==> src/rtl/kpe_pkg.sv <==
package kpe_pkg;

    localparam int NUM_EV = 3;
    localparam int REG_AW = 3;

    // Event bit positions
    localparam int EV_PUSH = 0;
    localparam int EV_REV  = 1;
    localparam int EV_ERR  = 2;

    // Register indices
    localparam logic [REG_AW-1:0] RA_TASK    = 3'd0;
    localparam logic [REG_AW-1:0] RA_EV_BASE = 3'd1;
    localparam logic [REG_AW-1:0] RA_INTEN   = 3'd4;
    localparam logic [REG_AW-1:0] RA_INTSET  = 3'd5;
    localparam logic [REG_AW-1:0] RA_INTCLR  = 3'd6;
    localparam logic [REG_AW-1:0] RA_PEND    = 3'd7;

    typedef enum logic [1:0] {
        S_IDLE,
        S_CHECK,
        S_SETUP,
        S_ACCESS
    } kpe_state_e;

endpackage

==> src/rtl/kpe_regs.sv <==
module kpe_regs
    import kpe_pkg::*;
(
    input  logic              clk,
    input  logic              rst_n,
    input  logic              reg_we,
    input  logic [REG_AW-1:0] reg_addr,
    input  logic [NUM_EV-1:0] reg_wdata,
    output logic [NUM_EV-1:0] reg_rdata,
    input  logic [NUM_EV-1:0] ev_set,
    output logic              start,
    output logic              irq
);

    logic [NUM_EV-1:0] evt_q;
    logic [NUM_EV-1:0] inten_q;
    logic [NUM_EV-1:0] pend;

    assign start = reg_we && (reg_addr == RA_TASK) && reg_wdata[0];
    assign pend  = evt_q & inten_q;
    assign irq   = |pend;

    for (genvar g = 0; g < NUM_EV; g++) begin : g_evt
        localparam logic [REG_AW-1:0] MY_ADDR = RA_EV_BASE + REG_AW'(g);

        always_ff @(posedge clk or negedge rst_n) begin
            if (!rst_n)
                evt_q[g] <= 1'b0;
            else if (ev_set[g])
                evt_q[g] <= 1'b1;
            else if (reg_we && reg_addr == MY_ADDR)
                evt_q[g] <= reg_wdata[0];
        end

        // a flag stays set unless its own register is written
        p_event_sticky_r9: assert property (@(posedge clk) disable iff (!rst_n)
            (evt_q[g] && !(reg_we && reg_addr == MY_ADDR)) |=> evt_q[g]);
    end

    always_ff @(posedge clk or negedge rst_n) begin
        if (!rst_n)
            inten_q <= '0;
        else if (reg_we) begin
            unique case (reg_addr)
                RA_INTEN:  inten_q <= reg_wdata;
                RA_INTSET: inten_q <= inten_q | reg_wdata;
                RA_INTCLR: inten_q <= inten_q & ~reg_wdata;
                default:   inten_q <= inten_q;
            endcase
        end
    end

    always_comb begin
        reg_rdata = '0;
        unique case (reg_addr)
            RA_TASK:                        reg_rdata = '0;
            RA_INTEN, RA_INTSET, RA_INTCLR: reg_rdata = inten_q;
            RA_PEND:                        reg_rdata = pend;
            default:                        reg_rdata = NUM_EV'(evt_q[reg_addr - RA_EV_BASE]);
        endcase
    end

    // the set alias leaves every written-1 bit enabled
    p_inten_set_r10: assert property (@(posedge clk) disable iff (!rst_n)
        (reg_we && reg_addr == RA_INTSET) |=>
        ((inten_q & $past(reg_wdata)) == $past(reg_wdata)));

    // the clear alias leaves every written-1 bit disabled
    p_inten_clr_r10: assert property (@(posedge clk) disable iff (!rst_n)
        (reg_we && reg_addr == RA_INTCLR) |=> ((inten_q & $past(reg_wdata)) == '0));

endmodule

==> src/rtl/kpe_seq.sv <==
module kpe_seq
    import kpe_pkg::*;
#(
    parameter int ID_W   = 8,
    parameter int ADDR_W = 32,
    parameter int DATA_W = 32,
    parameter int BEATS  = 4,
    localparam int KEY_W  = DATA_W * BEATS,
    localparam int BEAT_W = (BEATS > 1) ? $clog2(BEATS) : 1,
    localparam int STEP   = DATA_W / 8
) (
    input  logic              clk,
    input  logic              rst_n,
    input  logic              start,
    input  logic [ID_W-1:0]   slot_id,
    input  logic              slot_active,
    input  logic              slot_push_en,
    input  logic              slot_write_en,
    input  logic [ADDR_W-1:0] slot_dest,
    input  logic [KEY_W-1:0]  slot_key,
    output logic              psel,
    output logic              penable,
    output logic              pwrite,
    output logic [ADDR_W-1:0] paddr,
    output logic [DATA_W-1:0] pwdata,
    input  logic              pready,
    input  logic              pslverr,
    output logic [NUM_EV-1:0] ev_set
);

    kpe_state_e        state_q, state_d;
    logic [BEAT_W-1:0] beat_q;
    logic              no_slot, revoked, refused, slot_ok, last_beat;

    assign no_slot   = (slot_id == '0);
    assign revoked   = !slot_active;
    assign refused   = !slot_push_en || slot_write_en || (slot_dest == '1);
    assign slot_ok   = !no_slot && !revoked && !refused;
    assign last_beat = (beat_q == BEAT_W'(BEATS - 1));

    // Next-state logic
    always_comb begin
        state_d = state_q;
        unique case (state_q)
            S_IDLE:   if (start) state_d = S_CHECK;
            S_CHECK:  state_d = slot_ok ? S_SETUP : S_IDLE;
            S_SETUP:  state_d = S_ACCESS;
            S_ACCESS: if (pready) state_d = (pslverr || last_beat) ? S_IDLE : S_SETUP;
            default:  state_d = S_IDLE;
        endcase
    end

    // State register and beat counter
    always_ff @(posedge clk or negedge rst_n) begin
        if (!rst_n) begin
            state_q <= S_IDLE;
            beat_q  <= '0;
        end else begin
            state_q <= state_d;
            if (state_q == S_CHECK)
                beat_q <= '0;
            else if (state_q == S_ACCESS && pready && !pslverr && !last_beat)
                beat_q <= beat_q + 1'b1;
        end
    end

    // Outputs
    always_comb begin
        psel    = 1'b0;
        penable = 1'b0;
        ev_set  = '0;
        unique case (state_q)
            S_IDLE: ;
            S_CHECK: begin
                if (no_slot)      ev_set[EV_ERR] = 1'b1;
                else if (revoked) ev_set[EV_REV] = 1'b1;
                else if (refused) ev_set[EV_ERR] = 1'b1;
            end
            S_SETUP: psel = 1'b1;
            S_ACCESS: begin
                psel    = 1'b1;
                penable = 1'b1;
                if (pready) begin
                    if (pslverr)        ev_set[EV_ERR]  = 1'b1;
                    else if (last_beat) ev_set[EV_PUSH] = 1'b1;
                end
            end
            default: ;
        endcase
        pwrite = psel;
        paddr  = slot_dest + ADDR_W'(beat_q) * ADDR_W'(STEP);
        pwdata = slot_key[beat_q*DATA_W +: DATA_W];
    end

    // access phase only under select
    p_penable_with_psel_r5: assert property (@(posedge clk) disable iff (!rst_n)
        penable |-> psel);

    // setup phase is followed by an access phase
    p_setup_to_access_r5: assert property (@(posedge clk) disable iff (!rst_n)
        (psel && !penable) |=> (psel && penable));

    // bus held while slave waits
    p_hold_in_wait_r6: assert property (@(posedge clk) disable iff (!rst_n)
        (psel && penable && !pready) |=>
        (psel && penable && $stable(paddr) && $stable(pwdata)));

    // an error response ends the transfer
    p_err_stops_r7: assert property (@(posedge clk) disable iff (!rst_n)
        (psel && penable && pready && pslverr) |=> !psel);

    // at most one outcome per cycle
    p_one_outcome_r8: assert property (@(posedge clk) disable iff (!rst_n)
        $onehot0(ev_set));

endmodule

==> src/rtl/keyslot_push_engine.sv <==
module keyslot_push_engine
    import kpe_pkg::*;
#(
    parameter int ID_W   = 8,
    parameter int ADDR_W = 32,
    parameter int DATA_W = 32,
    parameter int BEATS  = 4,
    localparam int KEY_W  = DATA_W * BEATS
) (
    input  logic              clk,
    input  logic              rst_n,
    input  logic              reg_we,
    input  logic [REG_AW-1:0] reg_addr,
    input  logic [NUM_EV-1:0] reg_wdata,
    output logic [NUM_EV-1:0] reg_rdata,
    output logic              irq,
    input  logic [ID_W-1:0]   slot_id,
    input  logic              slot_active,
    input  logic              slot_push_en,
    input  logic              slot_write_en,
    input  logic [ADDR_W-1:0] slot_dest,
    input  logic [KEY_W-1:0]  slot_key,
    output logic              psel,
    output logic              penable,
    output logic              pwrite,
    output logic [ADDR_W-1:0] paddr,
    output logic [DATA_W-1:0] pwdata,
    input  logic              pready,
    input  logic              pslverr
);

    logic              start;
    logic [NUM_EV-1:0] ev_set;

    kpe_regs u_regs (
        .clk       (clk),
        .rst_n     (rst_n),
        .reg_we    (reg_we),
        .reg_addr  (reg_addr),
        .reg_wdata (reg_wdata),
        .reg_rdata (reg_rdata),
        .ev_set    (ev_set),
        .start     (start),
        .irq       (irq)
    );

    kpe_seq #(
        .ID_W   (ID_W),
        .ADDR_W (ADDR_W),
        .DATA_W (DATA_W),
        .BEATS  (BEATS)
    ) u_seq (
        .clk           (clk),
        .rst_n         (rst_n),
        .start         (start),
        .slot_id       (slot_id),
        .slot_active   (slot_active),
        .slot_push_en  (slot_push_en),
        .slot_write_en (slot_write_en),
        .slot_dest     (slot_dest),
        .slot_key      (slot_key),
        .psel          (psel),
        .penable       (penable),
        .pwrite        (pwrite),
        .paddr         (paddr),
        .pwdata        (pwdata),
        .pready        (pready),
        .pslverr       (pslverr),
        .ev_set        (ev_set)
    );

endmodule

==> config.mk <==
export PLATFORM = sky130hd
export DESIGN_NAME = keyslot_push_engine
export DESIGN_NICKNAME = d
export VERILOG_FILES = /design/src/rtl/kpe_pkg.sv /design/src/rtl/kpe_regs.sv /design/src/rtl/kpe_seq.sv /design/src/rtl/keyslot_push_engine.sv
export SDC_FILE = /design/constraint.sdc
export NUM_CORES = 1
export LEC_CHECK = 0
export BUFFER_PORTS_ARGS = -buffer_cell sky130_fd_sc_hd__buf_2
export CORE_AREA = 2 2 97 99
export CTS_CLUSTER_DIAMETER = 60
export DETAILED_ROUTE_END_ITERATION = 12
export DIE_AREA = 0 0 99 101
export GPL_ROUTABILITY_DRIVEN = 0
export PLACE_DENSITY_LB_ADDON = 0.08
export SETUP_SLACK_MARGIN = 0.5
export SYNTH_ARGS = -nofsm -noshare
export SYNTH_HDL_FRONTEND = slang
export SYNTH_SLANG_ARGS = --single-unit
==> constraint.sdc <==
create_clock -name clk -period 6.7 [get_ports clk]
set_input_delay 1.34 -clock clk [delete_from_list [all_inputs] [get_ports clk]]
set_output_delay 1.34 -clock clk [all_outputs]
set_load 0.02 [all_outputs]
======== Word-level counts from Yosys, hierarchy flattened ========
Cells that the tools add are included.
cells by class
  reduce and logical (&&, ||, !) cells .... 31
  bitwise operators ....................... 4
  div/mod/pow operators ................... 0
  multipliers ............................. 0
  order comparisons ....................... 1
  equality and inequality tests ........... 14
  add/subtract/negate cells ............... 3
  mux-type cells .......................... 32
  shift operators ......................... 1
operators by type and width
  cell                  number
  $shiftx 128x8->32     1
  $add 32x4->32         1
  $eq 32x32->1 const B  1
  $mux 1                21
  $pmux 3 s3            2
  $eq 3x3->1 const B    4
  $mux 2                6
  $logic_and 1x1->1     10
  $logic_not 8->1       1
  $pmux 2 s4            1
  $reduce_bool 2->1     4
  $and 3x3->3           2
  $eq 2x2->1 const B    3
  $eq 3x2->1 const B    2
  $reduce_or 3->1       2
  $logic_not 1->1       5
  $ne 2x2->1 const B    2
  $reduce_and 2->1      2
  $eq 3x1->1 const B    1
  $logic_not 3->1       1
  $logic_or 1x1->1      3
  $lt 3x3->1 const B    1
  $not 3->3             1
  $or 3x3->3            1
  other kinds (8)       8
storage, ports and cells
  latch bits .............................. 0
  memory bits (read-only) ................. 0
  memories ................................ 0
  RAM bits ................................ 0
  register bits ........................... 10
  output and inout port bits .............. 71
  logic and storage cells ................. 92

======== Longest topological paths before layout ========
Gate-level depths: netlist (run 1).
  word-level depth ........................ 8
  depth in mapped cells ................... 7

======== Hierarchy ========
A second synthesis (run 1) with hierarchy kept.
second synthesis, totals
  cells, all modules ...................... 220
  area, all modules ....................... 2227.1 um2
modules (own cells, without submodules)
  module    instances  sequential area each (um2)  area an instance (um2)  cells an instance
  kpe_seq   1          100.1                       1752.9                  171
  kpe_regs  1          150.1                       474.2                   49

======== Least setup slack after synthesis (run 1) ========
Ideal clock, no wire load.
  kind .................................... input port to output port
  from .................................... input port slot_dest[2]
  to ...................................... output port paddr[10]
  buffers on the path ..................... 0
  arrival ................................. 2927 ps
  setup slack ............................. 2433 ps
  stages on the path ...................... 6
  path through ............................ ha_1 > inv_1 > fa_1 > nor2_1 > and3_1 > xor2_1
on the way
  word-level cells in the longest chain between the ends .. 1
RTL lines
  element             RTL line                   source
  start: declaration  keyslot_push_engine.sv:21  input logic [ADDR_W-1:0] slot_dest,
  $add 32x4->32       kpe_seq.sv:91              paddr = slot_dest + ADDR_W'(beat_q) * ADDR_W'(STEP);
  end: declaration    keyslot_push_engine.sv:26  output logic [ADDR_W-1:0] paddr,
No other way between the ends.

======== Worst setup path in the final report (run 1) ========
Ends and elaborated chain as after synthesis.

==> summary.md, run 1 <==
• **critical path endpoint category** output pin
• **maximum clock rate** 0.219 GHz
• **cell chain of the critical path** buf_2 > ha_1 > inv_1 > fa_1 > nor2_1 > and3_1 > xor2_1 > buf_2
• **Total Die Area** 10000 sq um
• **ports placed on the boundary** 253
• **Mapped Area** 2140 sq um
• **synthesis-to-finish area growth** 66.0%
• **final worst path period need** 4.56 ns
• **vertical die dimension** 101 um
• **Placed Area** 3500 sq um
• **final WL** 8780 um
• **worst hold start** u_seq.beat_q[1]$_DFFE_PN0P_
• **count of cell types in the netlist** 44
• **CP required** 5.36 ns
• **Worst Hold Class** register to register
• **summed negative setup slack over all endpoints** 0 ns
• **Most common cell on crit path** buf_2
• **count of final hold-check violations** 0
• **final net count** 654
• **Synth Instances** 217
• **worst hold slack across all endpoints** 0.518 ns
• **fraction of the yosys area taken by sequential cells** 11.7%
• **max-cap violation count** 0
• **die width** 99 um
• **post-layout instance count excluding filler cells** 575
• **total track usage** 16.1%
• **Sink Count** 10
• **CTS tree** built
• **total clock buffers created by CTS** 3
• **maximum buffer depth of the clock tree** 2
• **clock network latency to the later pin of the worst-skew pair** 0.23 ns
• **worst setup skew after layout** 0.00384 ns
• **final setup violating endpoints** 0
• **initial standard-cell utilization of the core** 23.8%
• **Leakage** 1.73 nW
• **Rel. slew slack** 54.7%
• **Yosys Warn Count** 0
• **Net Count, Synth** 407
• **launching element type of the critical path** input port
• **number of nets still failing antenna checks after routing** 0
• **count of standard-cell rows** 35
• **clock root buffer** clkbuf_8
• **via count of the first global-routing pass** 2730
• **count of final max-slew check failures** 0
• **DR DRC count** 0
• **Post CTS Setup Buffer Count** 0
• **HPWL after detailed placement** 7750 um
• **number of H-tree levels** 1
• **CP peak stage delay** 0.55 ns
• **largest fanout on the critical path** 10
• **initial antenna violation count** 1
• **post-synthesis sequential element count** 10
• **global-route congestion overflow total** 0
• **core outline area** 8980 sq um
• **clock slew at reported path FFs** 0.05 ns
• **post-layout instance area** 3550 sq um
• **count of instances resized after the clock tree is built** 0
• **status** complete, no violations
• **fraction of layout cells with a size suffix above 1** 63.9%
• **per-instance average area after synthesis** 9.87 sq um
• **startpoint of the most critical register-to-register path** u_seq.beat_q[0]$_DFFE_PN0P_
• **Peak VDD IR** 0.0911 mV
• **CTS hold repair buffers** 0
• **cell type of the slowest stage on the worst timing path** nor2_1
• **Cells after DPL** 570
• **first-pass GRT wire length** 13100 um
• **most used flip-flop cell after synthesis** dfrtp_1
• **launch point of the critical path** slot_dest[2]
• **largest area contributor in the netlist** mux4_2
• **part of the cycle the worst path needs** 68.1%
• **Tightest Pin Transition** 0.674 ns
• **via-per-instance ratio** 4.85
• **RSZ-0062 raised after global routing** no
• **Via Count** 2787
• **power density cells** 190 nW/um^2
• **routed length per instance** 15.3 um
• **crit path kind** input port to output pin
• **fraction of synthesized cell area taken by the top area cell type** 33.7%
• **1st-iter DRT viols** 33
• **layout filler cell count** 952
• **largest net degree at the start of global routing** 36
• **ys async rst share** 100%
• **worst path arrival time** 3.22 ns
• **first-pass detailed-route iteration total** 4
• **Post-synth EDFFs** 0
• **most area-consuming cells after synthesis** mux4_2 (34%), dfrtp_1 (12%), xnor2_1 (10%)
• **PortBufs** 252
## cells by family (layout without fill, tap and decap cells)
| kind of cell | after synthesis | in the layout | synth area share [%] |
|---|---|---|---|
| AND/OR/NAND/NOR | 83 | 83 | 23.0 |
| multiplexers | 34 | 34 | 34.6 |
| AO/OA/AOI/OAI | 29 | 29 | 9.12 |
| XOR/XNOR | 28 | 28 | 11.5 |
| buffers and inverters | 25 | 271 | 5.08 |
| flip-flops | 10 | 10 | 11.7 |
| adder cells (fa/ha/maj) | 8 | 8 | 5.03 |
| other | 0 | 1 | 0 |
## registers in the layout, summed over array words and instances (netlist names)
name,flops
u_regs.evt_q,3
u_regs.inten_q,3
u_seq.beat_q,2
u_seq.state_q,2
## critical path, delay by kind of cell
kind | cells | cell delay (ns)
simple gates | 2 | 0.81
fa+ha+maj | 2 | 0.60
buf+inv | 3 | 0.32
xor+xnor | 1 | 0.14
## routing by layer
metal	global-route usage [%]	vias to the layer above	wire (um)
li1	-	1349	-
met5	0	-	0
met2	32.0	141	4820
met3	2.22	8	665
met1	17.9	1289	3170
met4	3.69	0	128
## placed cells by master (no fill, tap or decap), types with 2 or more instances in the layout
master    count
mux4_2       32
inv_1        13
buf_4         2
nor4_1        2
nand2_1      20
nand4_1      12
ha_1          7
a21oi_1       6
nand3_1      15
buf_2       252
a31oi_1       2
nand2b_1      2
mux2i_1       2
and3_1        3
o21ai_0       8
clkbuf_8      4
xnor2_1      25
and4_1        4
xor2_1        3
nor2_1       11
a22o_1        4
nor2b_1       2
nor3_1        3
dfrtp_1       9
## layout make-up
type | instances | area, sq um | share of cell area (%)
antenna | 1 | 2.50 | 0.0704
clock buffer | 4 | 55.1 | 1.55
inverter | 13 | 48.8 | 1.37
multi-input combinational | 182 | 1780 | 50.1
sequential | 10 | 251 | 7.07
tap | 111 | 139 | 3.91
timing repair buffer | 254 | 1280 | 35.9
## report_power, final
part	switching, mW	leakage (nW)	internal (mW)	total (mW)
clock	0.0228	0.0288	0.0516	0.0744
combinational	0.263	1.57	0.234	0.497
sequential	0.0243	0.124	0.0793	0.104
## path summary, 6_finish.rpt
kind | slack (ns) | endpoint | cells past startpoint
setup / recovery | 2.14 | paddr[10] | 8
hold / removal | 0.52 | u_seq.beat_q[1]$_DFFE_PN0P_ | 1
setup reg to reg | 4.78 | u_seq.beat_q[1]$_DFFE_PN0P_ | 5
hold reg to reg | 0.52 | u_seq.beat_q[1]$_DFFE_PN0P_ | 1
max in group asynchronous | 5.53 | u_seq.beat_q[0]$_DFFE_PN0P_ | 1
min in group asynchronous | 0.96 | u_regs.evt_q[1]$_DFFE_PN0P_ | 1
## through the flow
step	power, mW	setup WS, ns	utilization (%)
after floorplan	0.444	2.43	-
after global placement	0.610	2.12	39.0
after detailed placement	0.609	2.05	39.0
after CTS	0.686	2.10	39.6
after global routing	0.728	1.95	39.6
final	0.675	2.14	39.6
## cells in the mapped netlist (5+ instances only)
library cell   n
a21oi_1        6
clkbuf_1       5
dfrtp_1       10
ha_1           7
inv_1         13
mux4_2        32
nand2_1       20
nand3_1       15
nand4_1       12
nor2_1        11
o21ai_0        8
xnor2_1       25
Power figures use the tool's default switching activity.
==> run 2, diff against run 1 <==
clock period = 3.8 ns   (was 6.7 ns; I/O delays follow)
==> run 2 against run 1 <==
  * Non-clock buffer count rose by 2
  * Wire length is 2.4% higher
  * Utilization grew 0.13 points
  * Clock skew barely moved
  * Via count rose by 1.9%
  * Sequential share of layout area is essentially flat
  * Hold slack worse by 0.14 ns
  * Critical path depth fell by 1
  * Count of clock-buffer cells in the layout did not move
  * Global-route usage grew 0.74 points
  * Largest power group unchanged
==> summary.md, run 2 (synthesized netlist as in run 1, its figures left out) <==
• **RSZ-0062 raised after global routing** no
• **worst setup skew after layout** 0.00427 ns, +0.000430 ns
• **PortBufs** 252, unchanged
• **cell family with most CP delay** simple AND/OR/NAND/NOR gates
• **Cells after DPL** 572, +0.35%
• **worst path arrival time** 2.42 ns, -0.80 ns
• **final net count** 656, +0.31%
• **number of H-tree levels** 1, unchanged
• **total power** 1.17 mW, +74%
• **initial antenna violation count** 1, unchanged
• **DR DRC count** 0, unchanged
• **maximum clock rate** 0.315 GHz
• **post-layout instance count excluding filler cells** 577, +0.35%
• **number of nets still failing antenna checks after routing** 0, unchanged
• **Via Count** 2840, +1.9%
• **count of final max-slew check failures** 0, unchanged
• **initial standard-cell utilization of the core** 23.8%, unchanged
• **max-cap violation count** 0, unchanged
• **final WL** 9000 um, +2.4%
• **count of final hold-check violations** 0, unchanged
• **1st-iter DRT viols** 56, +70%
• **maximum buffer depth of the clock tree** 2, unchanged
• **Worst Hold Class** input port to async pin
• **synthesis-to-finish area growth** 66.6%
• **CP required** 3.04 ns, -2.32 ns
• **status** complete, no violations
• **largest registers** u_regs.evt_q: 3 flops, u_regs.inten_q: 3 flops
• **critical path endpoint category** output pin
• **core outline area** 8980 sq um, unchanged
• **Post CTS Setup Buffer Count** 0, unchanged
• **cell type of the slowest stage on the worst timing path** or4_4
• **count of standard-cell rows** 35, unchanged
• **CP Buf/Inv Count** 2, -1
• **via-per-instance ratio** 4.92, +1.5%
• **ports placed on the boundary** 253, unchanged
• **CP peak stage delay** 0.54 ns, about the same
• **largest fanout on the critical path** 3, -7
• **Finished Core Util** 39.7%, +0.13 points
• **total track usage** 16.8%, +0.74 points
• **summed negative setup slack over all endpoints** 0 ns, unchanged
• **routed length per instance** 15.6 um, +2.0%
• **Total Die Area** 10000 sq um, unchanged
• **CTS tree** built
• **Sink Count** 10, unchanged
• **via count of the first global-routing pass** 2854, +4.5%
• **largest net degree at the start of global routing** 36, unchanged
• **vertical die dimension** 101 um, unchanged
• **worst hold slack across all endpoints** 0.380 ns, -0.138 ns
• **first-pass GRT wire length** 13800 um, +5.5%
• **final setup violating endpoints** 0, unchanged
• **clock slew at reported path FFs** 0.05 ns, about the same
• **part of the cycle the worst path needs** 83.7%
• **crit path kind** input port to output pin
• **clock network latency to the later pin of the worst-skew pair** 0.23 ns, about the same
• **HPWL after detailed placement** 7920 um, +2.1%
• **Reg2Reg Setup Slack** 1.92 ns, -2.86 ns
• **fraction of layout cells with a size suffix above 1** 63.9%, about the same
• **cell chain of the critical path** buf_2 > ha_1 > a21oi_1 > or4_4 > nor4b_4 > xor2_1 > buf_4
• **die width** 99 um, unchanged
• **commonest cells after routing, fill and taps aside** buf_2 (251), mux4_2 (32), xnor2_1 (25), nand2_1 (20), nand3_1 (15)
• **Peak VDD IR** 0.129 mV, +42%
• **Leakage** 1.73 nW, +0.38%
• **final worst path period need** 3.18 ns
• **global-route congestion overflow total** 0, unchanged
• **first-pass detailed-route iteration total** 4, unchanged
• **launching element type of the critical path** input port
• **power density cells** 329 nW/um^2, +73%
• **clock root buffer** clkbuf_8
• **Rel. slew slack** 59.1%, +4.4 points
• **commonest non-fill, non-tap cell in the layout** buf_2
• **Tightest Pin Transition** 0.614 ns, -0.0607 ns
• **layout filler cell count** 996, +4.6%
• **total clock buffers created by CTS** 3, unchanged
[run 2: where the power goes]
| group | internal, mW | switching, mW |
|---|---|---|
| combinational | 0.414 | 0.464 |
| clock | 0.0732 | 0.0390 |
| sequential | 0.140 | 0.0450 |
| total | 0.627 | 0.548 |
[run 2: layout make-up]
class	count	area (sq um)	share of cell area, %
diodes	1	2.50	0.0702
clock buffers	4	45.0	1.26
inverters	13	48.8	1.37
multi-input cells	182	1780	50.0
flip-flops and latches	10	251	7.05
well taps	111	139	3.89
repair buffers	256	1300	36.4
[run 2: per-stage QoR]
stage | instance area [sq um] | setup WS (ns)
after global placement | 3510 | 0.583
after detailed placement | 3510 | 0.574
final | 3570 | 0.621
after floorplan | 2140 | 0.607
after CTS | 3560 | 0.569
after global routing | 3570 | 0.518
[run 2: worst paths after layout]
| kind | from | end | cells after the start |
|---|---|---|---|
| worst max-delay path | slot_dest[3] | paddr[23] | 7 |
| worst min-delay path | rst_n | u_regs.evt_q[2]$_DFFE_PN0P_ | 1 |
| worst max register to register | u_seq.beat_q[0]$_DFFE_PN0P_ | u_seq.beat_q[1]$_DFFE_PN0P_ | 5 |
| worst min register to register | u_regs.inten_q[2]$_DFFE_PN0P_ | u_regs.inten_q[2]$_DFFE_PN0P_ | 1 |
| max in group asynchronous | rst_n | u_seq.beat_q[0]$_DFFE_PN0P_ | 1 |
| min in group clk | u_regs.inten_q[2]$_DFFE_PN0P_ | u_regs.inten_q[2]$_DFFE_PN0P_ | 1 |
[run 2: per-layer routing]
layer  vias up  part of all wire, %  global-route usage (%)
li1       1346                    -                       -
met1      1349                   36                    19.9
met2       133                   54                    31.5
met3        12                  7.2                    1.94
met4         0                  2.1                    5.69
met5         -                    0                       0
[run 2: repair_timing]
item,4_1_cts,5_1_grt
endpoints found under the setup margin,0,6
resized for setup,0,2
hold endpoints to repair,0,0
hold buffers,0,0
